**src/rtl/intgate_pkg.sv**
```systemverilog
package intgate_pkg;

  localparam int LVL_W   = 2;
  localparam int NUM_SRC = 6;
  localparam int NUM_CLS = 4;

  localparam logic [LVL_W-1:0] LVL_IRQ0 = 2'd0;
  localparam logic [LVL_W-1:0] LVL_IRQ1 = 2'd1;
  localparam logic [LVL_W-1:0] LVL_IRQ2 = 2'd2;

  typedef logic [2:0] srcT;

  // source slots, in issue priority order
  localparam srcT SRC_CONS = 3'd0;
  localparam srcT SRC_CLK  = 3'd1;
  localparam srcT SRC_IPI  = 3'd2;
  localparam srcT SRC_NET  = 3'd3;
  localparam srcT SRC_DISK = 3'd4;
  localparam srcT SRC_AUX  = 3'd5;

  // mask bit positions that enable each class
  localparam int BIT_CONS = 0;
  localparam int BIT_DEV  = 2;
  localparam int BIT_IPI  = 5;
  localparam int BIT_CLK  = 6;

  // compressed class enable vector: [0] console [1] clock [2] ipi [3] level-1 devices
  localparam int CLS_CONS = 0;
  localparam int CLS_CLK  = 1;
  localparam int CLS_IPI  = 2;
  localparam int CLS_DEV  = 3;

  typedef struct packed {
    logic maskWr;
    logic errSet;
    logic postLoad;
    srcT  postSrc;
  } ctlStrobeT;

endpackage

```
**src/rtl/intgate_arb.sv**
```systemverilog
module intgate_arb #(
  parameter int WIDTH = 24,
  localparam int IW = (WIDTH > 1) ? $clog2(WIDTH) : 1
) (
  input  logic [WIDTH-1:0] reqVec,
  output logic [WIDTH-1:0] grantVec,
  output logic             grantAny,
  output logic [IW-1:0]    grantIdx
);

  // fixed priority: lowest slot wins
  always_comb begin
    grantVec = '0;
    grantAny = 1'b0;
    grantIdx = '0;
    for (int i = 0; i < WIDTH; i++) begin
      if (reqVec[i] && !grantAny) begin
        grantVec[i] = 1'b1;
        grantAny    = 1'b1;
        grantIdx    = IW'(i);
      end
    end
  end

endmodule

```
**src/rtl/intgate_ctrl.sv**
```systemverilog
module intgate_ctrl
  import intgate_pkg::*;
#(
  parameter int NUM_CPU  = 4,
  parameter int IDX_W    = 4,
  parameter int NET_IDX  = 2,
  parameter int DISK_IDX = 3,
  localparam int CPU_W = (NUM_CPU > 1) ? $clog2(NUM_CPU) : 1
) (
  input  logic                     clk,
  input  logic                     rstN,
  input  logic                     reqValid,
  input  logic [LVL_W-1:0]         reqLevel,
  input  logic [IDX_W-1:0]         reqIndex,
  input  logic [CPU_W-1:0]         reqCpu,
  input  logic [NUM_CPU-1:0]       consPend,
  input  logic [NUM_CPU-1:0]       clkPend,
  input  logic [NUM_CPU-1:0]       ipiPend,
  input  logic [NUM_CPU-1:0]       netPend,
  input  logic [NUM_CPU-1:0]       diskPend,
  input  logic                     regWrEn,
  input  logic                     regWrSel,
  input  logic [CPU_W-1:0]         regCpu,
  input  logic [NUM_CLS-1:0]       wrClsEn,
  input  logic [NUM_CPU*NUM_CLS-1:0] curClsEn,
  output ctlStrobeT                strobe,
  output logic [CPU_W-1:0]         postCpuSel,
  output logic [IDX_W-1:0]         postAuxIdx
);

  localparam int SLOTS  = NUM_CPU * NUM_SRC;
  localparam int SLOT_W = (SLOTS > 1) ? $clog2(SLOTS) : 1;

  logic [SLOTS-1:0]   dueQ, setVec, nextDue, grantVec;
  logic               grantAny;
  logic [SLOT_W-1:0]  grantIdx;
  logic [NUM_SRC-1:0] srcHit;
  logic               wrLegal, wrOk;
  logic [IDX_W-1:0]   auxIdxNow [NUM_CPU];

  assign wrLegal = (regWrSel == regCpu[0]);
  assign wrOk    = regWrEn && wrLegal;

  // classify the incoming level/index pair
  always_comb begin
    srcHit = '0;
    if (reqValid) begin
      case (reqLevel)
        LVL_IRQ0: srcHit[int'(SRC_CONS)] = (reqIndex == '0);
        LVL_IRQ1: begin
          if (reqIndex == IDX_W'(NET_IDX))       srcHit[int'(SRC_NET)]  = 1'b1;
          else if (reqIndex == IDX_W'(DISK_IDX)) srcHit[int'(SRC_DISK)] = 1'b1;
          else                                   srcHit[int'(SRC_AUX)]  = 1'b1;
        end
        LVL_IRQ2: begin
          if (reqIndex == '0)               srcHit[int'(SRC_CLK)] = 1'b1;
          else if (reqIndex == IDX_W'(1))   srcHit[int'(SRC_IPI)] = 1'b1;
        end
        default: ;
      endcase
    end
  end

  for (genvar c = 0; c < NUM_CPU; c++) begin : g_cpu
    logic               wrHere, reqHere, auxNew;
    logic [NUM_CLS-1:0] effEn;
    logic [NUM_SRC-1:0] pendVec;
    logic [IDX_W-1:0]   auxIdxQ;

    assign wrHere  = wrOk && (regCpu == CPU_W'(c));
    assign reqHere = (reqCpu == CPU_W'(c));
    // requests in the write cycle see the value being written
    assign effEn   = wrHere ? wrClsEn : curClsEn[c*NUM_CLS +: NUM_CLS];
    assign pendVec = {1'b0, diskPend[c], netPend[c], ipiPend[c], clkPend[c], consPend[c]};

    for (genvar s = 0; s < NUM_SRC; s++) begin : g_src
      localparam int CLS = (s < 3) ? s : CLS_DEV;
      assign setVec[c*NUM_SRC + s] = effEn[CLS] &&
             ((reqHere && srcHit[s]) || (wrHere && pendVec[s]));
    end

    assign auxNew = reqHere && srcHit[int'(SRC_AUX)] && effEn[CLS_DEV];

    always_ff @(posedge clk or negedge rstN) begin
      if (!rstN)       auxIdxQ <= '0;
      else if (auxNew) auxIdxQ <= reqIndex;
    end

    assign auxIdxNow[c] = auxNew ? reqIndex : auxIdxQ;
  end

  assign nextDue = dueQ | setVec;

  intgate_arb #(.WIDTH(SLOTS)) u_arb (
    .reqVec   (nextDue),
    .grantVec (grantVec),
    .grantAny (grantAny),
    .grantIdx (grantIdx)
  );

  always_ff @(posedge clk or negedge rstN) begin
    if (!rstN) dueQ <= '0;
    else       dueQ <= nextDue & ~grantVec;
  end

  always_comb begin
    postCpuSel = CPU_W'(int'(grantIdx) / NUM_SRC);
    postAuxIdx = '0;
    for (int c = 0; c < NUM_CPU; c++)
      if (postCpuSel == CPU_W'(c)) postAuxIdx = auxIdxNow[c];
  end

  assign strobe.maskWr   = wrOk;
  assign strobe.errSet   = regWrEn && !wrLegal;
  assign strobe.postLoad = grantAny;
  assign strobe.postSrc  = srcT'(int'(grantIdx) % NUM_SRC);

  // the arbiter never grants two slots at once
  assert_grant_onehot_R9: assert property (@(posedge clk) disable iff (!rstN)
    $onehot0(grantVec));

  // a waiting post that is not granted is still waiting next cycle
  assert_held_not_lost_R10: assert property (@(posedge clk) disable iff (!rstN)
    (|(dueQ & ~grantVec)) |=> ((($past(dueQ) & ~$past(grantVec)) & ~dueQ) == '0));

  // a grant is issued whenever anything is due
  assert_work_conserving_R9: assert property (@(posedge clk) disable iff (!rstN)
    (|dueQ) |-> strobe.postLoad);

endmodule

```
**src/rtl/intgate_dp.sv**
```systemverilog
module intgate_dp
  import intgate_pkg::*;
#(
  parameter int NUM_CPU  = 4,
  parameter int MASK_W   = 32,
  parameter int IDX_W    = 4,
  parameter int NET_IDX  = 2,
  parameter int DISK_IDX = 3,
  localparam int CPU_W = (NUM_CPU > 1) ? $clog2(NUM_CPU) : 1
) (
  input  logic                       clk,
  input  logic                       rstN,
  input  ctlStrobeT                  strobe,
  input  logic [CPU_W-1:0]           regCpu,
  input  logic [MASK_W-1:0]          wrData,
  input  logic [CPU_W-1:0]           postCpuSel,
  input  logic [IDX_W-1:0]           postAuxIdx,
  output logic [NUM_CPU*NUM_CLS-1:0] clsEnFlat,
  output logic [MASK_W-1:0]          rdData,
  output logic                       errSticky,
  output logic                       postValid,
  output logic [LVL_W-1:0]           postLevel,
  output logic [IDX_W-1:0]           postIndex,
  output logic [CPU_W-1:0]           postCpu
);

  logic [NUM_CPU-1:0][MASK_W-1:0] maskQ;
  logic [LVL_W-1:0] nxtLevel;
  logic [IDX_W-1:0] nxtIndex;

  for (genvar c = 0; c < NUM_CPU; c++) begin : g_mask
    always_ff @(posedge clk or negedge rstN) begin
      if (!rstN)
        maskQ[c] <= '1;
      else if (strobe.maskWr && (regCpu == CPU_W'(c)))
        maskQ[c] <= wrData;
    end

    assign clsEnFlat[c*NUM_CLS + CLS_CONS] = maskQ[c][BIT_CONS];
    assign clsEnFlat[c*NUM_CLS + CLS_CLK]  = maskQ[c][BIT_CLK];
    assign clsEnFlat[c*NUM_CLS + CLS_IPI]  = maskQ[c][BIT_IPI];
    assign clsEnFlat[c*NUM_CLS + CLS_DEV]  = maskQ[c][BIT_DEV];
  end

  always_comb begin
    rdData = '0;
    for (int c = 0; c < NUM_CPU; c++)
      if (regCpu == CPU_W'(c)) rdData = maskQ[c];
  end

  always_ff @(posedge clk or negedge rstN) begin
    if (!rstN)              errSticky <= 1'b0;
    else if (strobe.errSet) errSticky <= 1'b1;
  end

  // map the granted slot back onto its level/index pair
  always_comb begin
    nxtLevel = LVL_IRQ1;
    nxtIndex = postAuxIdx;
    case (strobe.postSrc)
      SRC_CONS: begin nxtLevel = LVL_IRQ0; nxtIndex = '0;              end
      SRC_CLK:  begin nxtLevel = LVL_IRQ2; nxtIndex = '0;              end
      SRC_IPI:  begin nxtLevel = LVL_IRQ2; nxtIndex = IDX_W'(1);       end
      SRC_NET:  begin nxtLevel = LVL_IRQ1; nxtIndex = IDX_W'(NET_IDX); end
      SRC_DISK: begin nxtLevel = LVL_IRQ1; nxtIndex = IDX_W'(DISK_IDX); end
      default:  ;
    endcase
  end

  always_ff @(posedge clk or negedge rstN) begin
    if (!rstN) begin
      postValid <= 1'b0;
      postLevel <= '0;
      postIndex <= '0;
      postCpu   <= '0;
    end else begin
      postValid <= strobe.postLoad;
      if (strobe.postLoad) begin
        postLevel <= nxtLevel;
        postIndex <= nxtIndex;
        postCpu   <= postCpuSel;
      end
    end
  end

  // the error flag never clears while out of reset
  assert_err_sticky_R7: assert property (@(posedge clk) disable iff (!rstN)
    errSticky |=> errSticky);

  // a wrong-parity write leaves all masks untouched
  assert_bad_write_keeps_mask_R7: assert property (@(posedge clk) disable iff (!rstN)
    strobe.errSet |=> $stable(maskQ));

  // no post is ever made on level 3
  assert_no_level3_R5: assert property (@(posedge clk) disable iff (!rstN)
    postValid |-> (postLevel != 2'd3));

  // level-0 posts always carry index 0
  assert_console_index_R2: assert property (@(posedge clk) disable iff (!rstN)
    (postValid && (postLevel == LVL_IRQ0)) |-> (postIndex == '0));

endmodule

```
**src/rtl/intgate_top.sv**
```systemverilog
module intgate_top
  import intgate_pkg::*;
#(
  parameter int NUM_CPU  = 4,
  parameter int MASK_W   = 32,
  parameter int IDX_W    = 4,
  parameter int NET_IDX  = 2,
  parameter int DISK_IDX = 3,
  localparam int CPU_W = (NUM_CPU > 1) ? $clog2(NUM_CPU) : 1
) (
  input  logic               clk,
  input  logic               rstN,
  input  logic               reqValid,
  input  logic [1:0]         reqLevel,
  input  logic [IDX_W-1:0]   reqIndex,
  input  logic [CPU_W-1:0]   reqCpu,
  input  logic [NUM_CPU-1:0] consPend,
  input  logic [NUM_CPU-1:0] clkPend,
  input  logic [NUM_CPU-1:0] ipiPend,
  input  logic [NUM_CPU-1:0] netPend,
  input  logic [NUM_CPU-1:0] diskPend,
  input  logic               regWrEn,
  input  logic               regWrSel,
  input  logic [CPU_W-1:0]   regCpu,
  input  logic [MASK_W-1:0]  regWrData,
  output logic [MASK_W-1:0]  regRdData,
  output logic               regErr,
  output logic               postValid,
  output logic [1:0]         postLevel,
  output logic [IDX_W-1:0]   postIndex,
  output logic [CPU_W-1:0]   postCpu
);

  ctlStrobeT                  strobe;
  logic [CPU_W-1:0]           postCpuSel;
  logic [IDX_W-1:0]           postAuxIdx;
  logic [NUM_CPU*NUM_CLS-1:0] clsEnFlat;
  logic [NUM_CLS-1:0]         wrClsEn;

  assign wrClsEn = {regWrData[BIT_DEV], regWrData[BIT_IPI],
                    regWrData[BIT_CLK], regWrData[BIT_CONS]};

  intgate_ctrl #(
    .NUM_CPU(NUM_CPU), .IDX_W(IDX_W), .NET_IDX(NET_IDX), .DISK_IDX(DISK_IDX)
  ) u_ctrl (
    .clk        (clk),
    .rstN       (rstN),
    .reqValid   (reqValid),
    .reqLevel   (reqLevel),
    .reqIndex   (reqIndex),
    .reqCpu     (reqCpu),
    .consPend   (consPend),
    .clkPend    (clkPend),
    .ipiPend    (ipiPend),
    .netPend    (netPend),
    .diskPend   (diskPend),
    .regWrEn    (regWrEn),
    .regWrSel   (regWrSel),
    .regCpu     (regCpu),
    .wrClsEn    (wrClsEn),
    .curClsEn   (clsEnFlat),
    .strobe     (strobe),
    .postCpuSel (postCpuSel),
    .postAuxIdx (postAuxIdx)
  );

  intgate_dp #(
    .NUM_CPU(NUM_CPU), .MASK_W(MASK_W), .IDX_W(IDX_W),
    .NET_IDX(NET_IDX), .DISK_IDX(DISK_IDX)
  ) u_dp (
    .clk        (clk),
    .rstN       (rstN),
    .strobe     (strobe),
    .regCpu     (regCpu),
    .wrData     (regWrData),
    .postCpuSel (postCpuSel),
    .postAuxIdx (postAuxIdx),
    .clsEnFlat  (clsEnFlat),
    .rdData     (regRdData),
    .errSticky  (regErr),
    .postValid  (postValid),
    .postLevel  (postLevel),
    .postIndex  (postIndex),
    .postCpu    (postCpu)
  );

endmodule

```
**config.mk**
```make
export PLATFORM = sky130hd
export DESIGN_NAME = intgate_top
export DESIGN_NICKNAME = d
export VERILOG_FILES = /design/src/rtl/intgate_pkg.sv /design/src/rtl/intgate_arb.sv /design/src/rtl/intgate_ctrl.sv /design/src/rtl/intgate_dp.sv /design/src/rtl/intgate_top.sv
export SDC_FILE = /design/constraint.sdc
export NUM_CORES = 1
export LEC_CHECK = 0
export ABC_CLOCK_PERIOD_IN_PS = 12300
export BUFFER_PORTS_ARGS = -buffer_cell sky130_fd_sc_hd__buf_4
export CORE_MARGIN = 8
export CORE_UTILIZATION = 40
export DETAILED_ROUTE_END_ITERATION = 7
export GPL_TIMING_DRIVEN = 0
export SYNTH_ARGS = -nofsm -noshare
export SYNTH_HDL_FRONTEND = slang
export SYNTH_SLANG_ARGS = --single-unit
```
**constraint.sdc**
```tcl
create_clock -name clk -period 12.3 [get_ports clk]
set_input_delay 2.46 -clock clk [delete_from_list [all_inputs] [get_ports clk]]
set_output_delay 2.46 -clock clk [all_outputs]
set_load 0.01 [all_outputs]
```
==> results.yml <==
run_status:
  run_status: "completed"
drt:
  postRouteAntennaNets: 0
  avgViaCountPerCell: 5.42
  wl_mm: 23.1
  drtIter0Drc: 421
  vias: 6437
  drc: 0
  post_drt_wl_per_cell_um: 19.5
  first_pass_iters: 5
logic_synthesis:
  synth-seq-area-share: 0.519
  postSynthCellCount: 768
  yosysWarnings: 0
  async_reset_ff_frac: 1.00
  avgSynthCellArea_um2: 11.5
  synth_area_leaders: "dfstp_2, dfrtp_1, mux2_2, mux4_2, nand2_1"
  synthTopCellsByCount: "nand2_1, dfstp_2, mux2_2"
  synth_edf_count: 0
  yosys.area.top_type: "dfstp_2"
  synthFlopType: "dfstp_2"
  synth_top_area_frac: 0.381
  syn_nets: 837
  ys_ff_latch: 177
  synth_cell_types: 69
  synth_area_mm2: 0.00884
  synth_most_common_cell: "nand2_1"
critical_path:
  end_kind: "flip-flop"
  start_kind: "primary input"
  path_class: "in -> reg"
  cp_max_fo: 10
  required_ps: 12600
  cp_data_arrival_time_ps: 7860
timing:
  tightest_slew_ps: 1340
  timing.fmax_ghz: 0.132
  period_needed_ps: 7560
  fin_worst_skew_ps: 14.8
  tns_ps: 0
  finalCritPeriodShare: 0.614
  setup_viol: 0
  slew_headroom: 0.105
  finalHoldViolations: 0
  rsz0062_at_grt: "false"
  whs_ps: 456
  slew_violations: 0
global_routing:
  grt_pass1_vias: 6721
  antenna_found_initial: 0
  grt_pass1_wl_mm: 36.6
  track_usage: 0.174
  grt_remaining_overflow: 0
  grt_max_degree: 120
placed_design:
  dp_hpwl_mm: 16.4
  postPlaceCellArea_mm2: 0.0100
  io_buffers: 107
  place_congestion: 0.862
floorplanning:
  die_width_um: 165
  start_util: 0.406
  dieArea_mm2: 0.0271
  core_mm2: 0.0218
  io_pins: 109
  num_rows: 54
  die_h_um: 165
clock_network:
  cts_setup_buffers: 0
  path_clk_slew_ps: 70
  ctsResizeCount: 0
  hold_buffers: 0
  tritoncts: "done"
  htree_levels: 4
  clockBufferDepth: 2
  clock-sinks: 177
  cts_buffers: 17
  clk_latency_ps: 440
  root_buffer: "clkbuf_16"
power_and_ir_drop:
  ir_drop_uv: 80.4
  power.leakage_nw: 4.62
  p_per_area_mw_per_mm2: 165
cells_and_area:
  drive_gt1_frac: 0.448
  n_antenna_cell: 0
  fin_area_mm2: 0.0106
  fill_cells: 2004
  ff_latch_area_mm2: 0.00459
  syn2layout_area_growth_pct: 20.0
  nNetsFinal: 964
  multi_input_area_mm2: 0.00402
flow_run:
  maxCapViolCount: 0
worst_hold_path:
  worstHoldPathType: "reg -> reg"
## sequential cells by signal, summed over array words and instances, names as in the netlist
signal	cells
u_dp.clsEnFlat	16
u_dp.postValid	1
u_dp.errSticky	1
u_dp.postIndex	4
u_dp.postCpu	2
u_dp.maskQ	112
u_dp.postLevel	2
u_ctrl.dueQ	23
u_ctrl.g_cpu.auxIdxQ	16
## stage by stage
step                power [mW]  cells   util  setup WS (ps)
floorplan                 1.06    768      -           5470
global placement          1.22   1155  0.459           4460
detailed placement        1.23   1156  0.461           4430
CTS                       1.77   1188  0.488           4820
global route              1.84   1188  0.488           4370
finish                    1.75   1188  0.488           4740
## per-layer routing
metal	wire, um	vias to the layer above	track usage
met1	10000	3250	0.220
met2	11600	167	0.298
met3	1280	17	0.0361
li1	-	3003	-
met5	0	-	0
met4	217	0	0.0455
## worst paths after layout
path                       slack (ps)           endpoint              start  depth (start not counted)
max in group asynchronous        9420     u_ctrl.dueQ[5]               rstN                          2
min                               460     u_dp.maskQ[58]     u_dp.maskQ[58]                          2
min reg2reg                       460     u_dp.maskQ[58]     u_dp.maskQ[58]                          2
min in group asynchronous        1970  u_dp.postIndex[3]               rstN                          1
max                              4740  u_dp.postIndex[0]          regCpu[1]                         21
max reg2reg                      7330  u_dp.postIndex[0]  u_dp.clsEnFlat[0]                         17
## cells by family after synthesis
kind of cell	count (synthesis)	synth area share
fa+ha+maj	2	0.00283
xor+xnor	2	0.00283
flops	177	0.519
compound gates	113	0.0997
simple gates	301	0.154
mux	122	0.196
buf+inv	51	0.0256
## layout by cell type (no fill, tap or decap), drive strengths merged, types with 5 or more instances in the layout
master	synthesis	final
inv	12	20
nand2	190	190
and2	9	9
a21oi	34	34
a2bb2oi	10	10
mux2i	7	7
buf	16	124
nand3	28	28
nor3	7	7
o21a	5	5
nor2b	9	9
mux2	83	83
dfrtp	49	49
a31oi	8	8
o21ai	12	12
dfstp	128	128
nor2	31	31
o2bb2ai	8	8
mux4	32	32
clkbuf	23	41
a21o	5	5
## area by class of cell
type                    count  area share
repair buffers            108      0.0790
clock inverters            14      0.0124
well taps                 280      0.0330
clock buffers              18      0.0425
inverters                  12     0.00425
flip-flops and latches    177       0.433
plain buffers              39      0.0171
multi-input cells         540       0.379
## worst max-delay path: stages
cell and delay, ps:
buf_4 130, buf_6 140, nor4b_1 350, buf_6 220, mux2i_1 380, o221ai_1 310
nor3_2 450, nand4_4 260, or2_4 330, o21a_1 290, inv_1 220, ha_1 260
inv_1 60, ha_1 270, nor4b_1 280, nand3_1 220, a21oi_1 550, nor2b_1 240
a21oi_1 60, o21ai_0 230, a31oi_1 130
## where the power goes
part	switching, mW	internal [mW]	leakage (nW)
Combinational	0.201	0.209	2.35
Clock	0.258	0.280	0.276
Sequential	0.0510	0.754	1.99
Total	0.509	1.24	4.62
(Power assumes the default switching activity.)
